File: src/rtl/i2c_evt_pkg.sv
package i2c_evt_pkg;
  localparam int KIND_W   = 3;
  localparam int STAT_W   = 8;
  localparam int CODE_LSB = 3;
  localparam int HI_W     = STAT_W - CODE_LSB;

  typedef enum logic [KIND_W-1:0] {
    EV_START    = 3'd0,
    EV_RSTART   = 3'd1,
    EV_ADDR_ACK = 3'd2,
    EV_ADDR_NAK = 3'd3,
    EV_DATA_ACK = 3'd4,
    EV_DATA_NAK = 3'd5,
    EV_OWN_ADDR = 3'd6,
    EV_STOP     = 3'd7
  } evt_kind_e;

  localparam logic [HI_W-1:0] HI_IDLE = '1;
  localparam logic [HI_W-1:0] HI_ARB  = HI_W'(7);
  localparam logic [STAT_W-1:0] STAT_IDLE = {HI_IDLE, {CODE_LSB{1'b0}}};
  localparam logic [STAT_W-1:0] STAT_ARB  = {HI_ARB, {CODE_LSB{1'b0}}};

  function automatic logic [HI_W-1:0] kind_hi(evt_kind_e k);
    case (k)
      EV_START:    kind_hi = HI_W'(1);
      EV_RSTART:   kind_hi = HI_W'(2);
      EV_ADDR_ACK: kind_hi = HI_W'(3);
      EV_ADDR_NAK: kind_hi = HI_W'(4);
      EV_DATA_ACK: kind_hi = HI_W'(5);
      EV_DATA_NAK: kind_hi = HI_W'(6);
      EV_OWN_ADDR: kind_hi = HI_W'(12);
      default:     kind_hi = HI_W'(20);
    endcase
  endfunction

  function automatic logic [STAT_W-1:0] to_stat(logic [HI_W-1:0] hi);
    to_stat = {hi, {CODE_LSB{1'b0}}};
  endfunction
endpackage

File: src/rtl/i2c_arb_detect.sv
module i2c_arb_detect (
  input  logic master_tx_i,
  input  logic sda_rel_i,
  input  logic sda_i,
  input  logic scl_i,
  output logic arb_lost_o
);
  // released high, but another master pulls it low during SCL high
  assign arb_lost_o = master_tx_i & sda_rel_i & ~sda_i & scl_i;
endmodule

File: src/rtl/i2c_evt_select.sv
module i2c_evt_select
  import i2c_evt_pkg::*;
(
  input  logic                  evt_valid_i,
  input  logic [KIND_W-1:0]     evt_kind_i,
  input  logic                  arb_lost_i,
  input  logic                  armed_i,
  output logic                  load_o,
  output logic [STAT_W-1:0]     code_o
);
  logic [HI_W-1:0] hi;

  always_comb begin
    if (arb_lost_i) hi = HI_ARB;
    else            hi = kind_hi(evt_kind_e'(evt_kind_i));
  end

  assign load_o = armed_i & (arb_lost_i | evt_valid_i);
  assign code_o = to_stat(hi);
endmodule

File: src/rtl/i2c_flag_status.sv
module i2c_flag_status
  import i2c_evt_pkg::*;
(
  input  logic              clk_i,
  input  logic              rst_ni,
  input  logic              load_i,
  input  logic [STAT_W-1:0] code_i,
  input  logic              clr_i,
  output logic              flag_o,
  output logic [STAT_W-1:0] status_o
);
  logic              flag_q, flag_d;
  logic [STAT_W-1:0] code_q, status_q, status_d;

  always_comb begin
    flag_d = flag_q;
    if (clr_i)  flag_d = 1'b0;
    if (load_i) flag_d = 1'b1;
    // code is published one cycle after the flag; idle code otherwise
    status_d = (flag_q && flag_d && !load_i) ? code_q : STAT_IDLE;
  end

  always_ff @(posedge clk_i or negedge rst_ni) begin
    if (!rst_ni) begin
      flag_q   <= 1'b0;
      code_q   <= STAT_IDLE;
      status_q <= STAT_IDLE;
    end else begin
      flag_q   <= flag_d;
      status_q <= status_d;
      if (load_i) code_q <= code_i;
    end
  end

  assign flag_o   = flag_q;
  assign status_o = status_q;

  AST_IDLE_WHEN_CLEAR: assert property (@(posedge clk_i) disable iff (!rst_ni)
    !flag_q |-> status_q == STAT_IDLE);
  AST_CODE_NEXT: assert property (@(posedge clk_i) disable iff (!rst_ni)
    $rose(flag_q) |=> (!flag_q || status_q == $past(code_q)));
  AST_FLAG_HOLDS: assert property (@(posedge clk_i) disable iff (!rst_ni)
    (flag_q && !clr_i) |=> flag_q && $stable(code_q));
  AST_LOW_ZERO: assert property (@(posedge clk_i) disable iff (!rst_ni)
    status_q[CODE_LSB-1:0] == '0);
endmodule

File: src/rtl/i2c_evt_status.sv
module i2c_evt_status
  import i2c_evt_pkg::*;
(
  input  logic              clk_i,
  input  logic              rst_ni,
  input  logic              evt_valid_i,
  input  logic [KIND_W-1:0] evt_kind_i,
  input  logic              flag_clr_i,
  input  logic              master_tx_i,
  input  logic              sda_rel_i,
  input  logic              sda_i,
  input  logic              scl_i,
  output logic              irq_flag_o,
  output logic              scl_hold_o,
  output logic [STAT_W-1:0] status_o
);
  logic              arb_lost, load, flag;
  logic [STAT_W-1:0] code;

  i2c_arb_detect u_arb (
    .master_tx_i(master_tx_i),
    .sda_rel_i  (sda_rel_i),
    .sda_i      (sda_i),
    .scl_i      (scl_i),
    .arb_lost_o (arb_lost)
  );

  i2c_evt_select u_sel (
    .evt_valid_i(evt_valid_i),
    .evt_kind_i (evt_kind_i),
    .arb_lost_i (arb_lost),
    .armed_i    (!flag || flag_clr_i),
    .load_o     (load),
    .code_o     (code)
  );

  i2c_flag_status u_fs (
    .clk_i   (clk_i),
    .rst_ni  (rst_ni),
    .load_i  (load),
    .code_i  (code),
    .clr_i   (flag_clr_i),
    .flag_o  (flag),
    .status_o(status_o)
  );

  assign irq_flag_o = flag;
  assign scl_hold_o = flag;

  AST_EVT_RAISES: assert property (@(posedge clk_i) disable iff (!rst_ni)
    (!irq_flag_o && evt_valid_i) |=> irq_flag_o && scl_hold_o);
  AST_CLR_RELEASES: assert property (@(posedge clk_i) disable iff (!rst_ni)
    (flag_clr_i && !evt_valid_i && !arb_lost) |=> !scl_hold_o);
  AST_CLR_COLLIDE: assert property (@(posedge clk_i) disable iff (!rst_ni)
    (flag_clr_i && evt_valid_i) |=> irq_flag_o && status_o == STAT_IDLE);
  AST_ARB_CODE: assert property (@(posedge clk_i) disable iff (!rst_ni)
    (!irq_flag_o && master_tx_i && sda_rel_i && !sda_i && scl_i)
      |=> ##1 (!irq_flag_o || status_o == STAT_ARB));
endmodule

File: config.mk
export PLATFORM = sky130hd
export DESIGN_NAME = i2c_evt_status
export DESIGN_NICKNAME = d
export VERILOG_FILES = /design/src/rtl/i2c_evt_pkg.sv /design/src/rtl/i2c_arb_detect.sv /design/src/rtl/i2c_evt_select.sv /design/src/rtl/i2c_flag_status.sv /design/src/rtl/i2c_evt_status.sv
export SDC_FILE = /design/constraint.sdc
export NUM_CORES = 1
export LEC_CHECK = 0
export ABC_CLOCK_PERIOD_IN_PS = 1400
export CAP_MARGIN = 20
export CORE_MARGIN = 3
export CORE_UTILIZATION = 35
export CTS_CLUSTER_SIZE = 20
export DETAILED_ROUTE_END_ITERATION = 7
export DONT_BUFFER_PORTS = 1
export GPL_TIMING_DRIVEN = 0
export PLACE_DENSITY = 0.51
export REMOVE_ABC_BUFFERS = 1
export SYNTH_ARGS = -nofsm -noshare
export SYNTH_HDL_FRONTEND = slang
export SYNTH_SLANG_ARGS = --single-unit
File: constraint.sdc
create_clock -name clk_i -period 1.4 [get_ports clk_i]
set_clock_uncertainty 0.2 [all_clocks]
set_input_delay 0.28 -clock clk_i [delete_from_list [all_inputs] [get_ports clk_i]]
set_output_delay 0.28 -clock clk_i [all_outputs]
set_load 0.03 [all_outputs]
* Word-level counts from Yosys, hierarchy flattened *
Cells that the tools add are included.

cells by class
  equal/unequal tests = 6
  mux-type cells = 5
  bitwise logic cells = 6
  reduce and logical (&&, ||, !) cells = 6

operators by type and width
  operator            count
  $pmux 5 s7          1
  $eq 3x3->1 const B  3
  $mux 8              1
  $eq 3x2->1 const B  2
  $mux 5              1
  $and 1x1->1         4
  $eq 3x1->1 const B  1
  $logic_not 3->1     1
  $logic_and 1x1->1   2
  $logic_not 1->1     2
  $mux 1              2
  $logic_or 1x1->1    1
  $not 1->1           1
  $or 1x1->1          1

word-level totals
  register bits after elaboration = 14
  input port bits = 11
  output and inout port bits = 10

* Longest topological paths before layout *
  depth after elaboration = 9
  mapped depth = 3

* Modules after synthesis *
From an unflattened synthesis, not the netlist that was laid out.

second synthesis, totals
  cell total of the unflattened synthesis = 54
  area, all modules = 734.5 um^2

by module, submodules not included
  module           times used  cells each  area an instance (um^2)
  i2c_flag_status  1           37          619.3
  i2c_evt_select   1           14          91.3
  i2c_evt_status   1           2           13.8
  i2c_arb_detect   1           1           10.0

* Least setup slack after synthesis *
No wires, ideal clock.

  path type = reg-to-reg
  start point = register u_fs.flag_q, in the netlist u_fs.flag_o
  end point = register u_fs.flag_q, in the netlist u_fs.flag_o
  arrival time = 1074 ps
  setup slack = -6 ps
  stages on the path, launching flop included = 3
  path buffers = 0
  clock period less this slack = 1406 ps
  cell sequence = dfrtp_1 -> and2b_1 -> or3_1

on the way
  word-level cells in the longest chain between the ends = 4
  elaborated cells on any way between the ends = 5

RTL lines
  what                      RTL line               source
  start: declaration        i2c_flag_status.sv:12  logic flag_q, flag_d;
  start signal: assignment  i2c_flag_status.sv:29  flag_q <= flag_d;
  $logic_not 1->1           i2c_evt_status.sv:32   .armed_i (!flag || flag_clr_i),
  $logic_or 1x1->1          i2c_evt_status.sv:32
  $and 1x1->1               i2c_evt_select.sv:18   assign load_o = armed_i & (arb_lost_i | evt_valid_i);
  $mux 1 (*)                i2c_flag_status.sv:18  if (load_i) flag_d = 1'b1;
  net u_fs.flag_d           i2c_flag_status.sv:12

Mark *: on every way through the listed nets, which the timed path passes. The rest lies on a longest branch.
A chain may end at the register's enable or synchronous reset.

* Final worst setup path *
Ends and elaborated chain as after synthesis.

==> flow_summary_export.csv <==
group,metric,value,unit
clock_tree,cts.sinks,11,
synth,syn_inst,42,
place,dp_cells,54,
sta,rsz0062_at_grt,"yes",
run_status,violations,"setup timing",
clock_tree,htreeDepth,1,
synth,syn_area_per_cell,11.83,um^2
sta,setup_viol,4,
sta,finalCritPeriodShare,104.0,%
place,port_buffers,0,
global_routing,antenna_found_initial,0,
pwr,power.share.clock,28.7,%
route,firstDrtPassIters,2,
global_routing,grt_pass1_wl,1.435,mm
pwr,pwr-share-comb,12.7,%
synth,ys_top_cells_by_area,"dfstp_2 53%, nand2b_1 7.6%, buf_4 6.0%, dfrtp_1 5.0%, a2bb2oi_1 3.5%",
die,fp.dieW,43.67,um
run_status,status,"finished, violations left",
route,post-route-drc-count,0,
synth,ys_seq_elements,11,
layout,drive_gt1_share,35.29,%
critical_path,worst_setup_path_end_kind,"flip-flop",
layout,antenna_cells,0,
clock_tree,clkSlewWorstSetupHoldPaths,0.07,ns
sta,whs,0.01067,ns
synth,yosysSeqAreaShare,57.93,%
global_routing,grt_max_degree,12,
critical_path,crit_fanout,4,
synth,yosysMostFrequentCell,"dfstp_2",
place,dpl.hpwl,663.2,um
global_routing,grt_remaining_overflow,0,
route,via_per_inst,5.138,
die,die_area,1907,um^2
pwr,power.density,1221,nW/um^2
synth,synthFlopType,"dfstp_2",
sta,fmax,686.5,MHz
pwr,ir_worst_vdd,451.5,uV
pwr,p_switching,0.0001935,W
synth,synthTopCellsByCount,"10 x dfstp_2, 6 x nand2b_1, 4 x buf_4",
route,first_iter_violations,4,
pwr,p_leak,0.2397,nW
synth,yosysTopAreaCell,"dfstp_2",
pwr,sw_frac_of_total,26.90,%
sta,period_needed,1.457,ns
die,die_h,43.67,um
layout,stdcell_count,65,
synth,yosysWarnings,0,
die,rows,12,
synth,netlist_area,496.7,um^2
sta,finalHoldViolCount,0,
critical_path,cp.arrival,1.40,ns
layout,syn_to_final_growth,18.64,%
clock_tree,cts_tree,"built",
critical_path,crit_type,"flip-flop to flip-flop",
pwr,intPower,0.0005258,W
global_routing,grt_util_all_layers,10.37,%
synth,async_reset_ff_share,100.0,%
die,ios,21,
clock_tree,cts_buffer_depth,2,
layout,utilization,48.46,%
synth,ys_types,21,
place,place_congestion,0.7208,
hold_path,hold_class,"input pin to flip-flop",
clock_tree,clkLatencyLatePin,0.26,ns
sta,finalMaxSlewViolations,0,
critical_path,required,1.34,ns
synth,synth_edf_count,0,
critical_path,cp-start-kind,"flip-flop",
pwr,pwr-share-seq,58.6,%
route,drtAntennaViolNets,0,
layout,finalNetCount,63,
clock_tree,cts-buffers-inserted,3,
clock_tree,root_buffer,"clkbuf_4",
route,wl,853,um
sta,fin_ws,-0.05664,ns
route,wl_per_cell,13.12,um
route,vias,334,
global_routing,grt_pass1_vias,364,
flow_run,cap_violations,0,
synth,yosys.area.top_type_share,52.90,%
die,core_area,1216,um^2
die,start_util,40.84,%
[state kept, by name, summed over array words and instances, names as in the netlist]
register       flops
u_fs.flag_o        1
u_fs.code_q        5
u_fs.status_o      5
[cell families (layout without fill, tap and decap cells)]
logic type / Yosys count / after routing / share of synthesized area, %
other: 1 / 3 / 0.7549
flip-flops: 11 / 11 / 57.93
AND/OR/NAND/NOR: 16 / 16 / 19.90
AO/OA/AOI/OAI: 9 / 9 / 13.35
buffers and inverters: 4 / 11 / 6.046
multiplexers: 1 / 1 / 2.015
[layout make-up]
cell class | instances | area (um^2)
fill | 113 | 626.9
sequential | 11 | 289.0
multi-input combinational | 29 | 187.7
timing repair buffer | 7 | 67.56
clock buffer | 3 | 22.52
tap | 14 | 17.52
clock inverter | 1 | 5.005
[power groups by stage]
stage | clock network [W] | registers (W) | logic [W]
after global placement | 0 | 0.000425 | 0.0000664
after detailed placement | 0 | 0.000426 | 0.0000695
final | 0.000206 | 0.000422 | 0.0000911
after CTS | 0.000215 | 0.000422 | 0.0000896
after global routing | 0.000234 | 0.000425 | 0.000100
after floorplan | 0 | 0.000420 | 0.0000612
[placed cells by master, fill, tap and decap left out, drive strengths merged, types with 2 or more instances in the layout]
master,synthesis,layout
a21oi,2,2
a2bb2oi,2,2
clkbuf,0,3
conb,1,3
dfstp,10,10
dlygate4sd3,0,6
nand2b,6,6
nand3,2,2
nor2,2,2
[repair_timing]
item / 4_1_cts / 5_1_grt
endpoints found under the setup margin: 8 / 5
hold buffers: 5 / 1
setup buffers: 1 / 0
hold endpoints to repair: 13 / 1
pin swaps: 0 / 0
resized for setup: 2 / 0
cloned: 0 / 0
[per-layer routing]
layer / vias up / global-route usage (%) / wire (um)
met4: 0 / 7.229 / 0
met1: 157 / 12.02 / 372
met3: 0 / 4.564 / 94
met5: - / 0 / 0
li1: 159 / - / -
met2: 18 / 15.12 / 385
[worst max-delay path, cell delays in order, from the launching register on]
cell	delay, ns
dfrtp_2	0.54
and2b_2	0.26
or3_1	0.34
[per-stage QoR]
stage                     setup TNS (ns)  worst slack, ns  area, um^2  power (W)
after floorplan                  -0.5318          -0.1600       474.2  0.0004811
after global placement           -0.8829          -0.2100       491.7  0.0004916
after detailed placement          -1.005          -0.2294       491.7  0.0004958
after CTS                        -0.1014         -0.05595       579.3  0.0007263
after global routing             -0.2800         -0.08807       589.3  0.0007594
final                            -0.1058         -0.05664       589.3  0.0007193
[path summary, 6_finish.rpt]
kind                                            start                         end  slack (ns)  cells past startpoint
max reg2reg                     u_fs.flag_o$_DFF_PN0_       u_fs.flag_o$_DFF_PN0_       -0.06                      2
max in group asynchronous                      rst_ni  u_fs.code_q[4]$_DFFE_PN1P_        0.46                      1
max                             u_fs.flag_o$_DFF_PN0_       u_fs.flag_o$_DFF_PN0_       -0.06                      2
min                                     evt_kind_i[0]  u_fs.code_q[3]$_DFFE_PN1P_        0.01                      2
min reg2reg                u_fs.code_q[7]$_DFFE_PN1P_  u_fs.code_q[7]$_DFFE_PN1P_        0.28                      1
min in group asynchronous                      rst_ni       u_fs.flag_o$_DFF_PN0_        0.20                      1
Power figures use the tool's default switching activity.
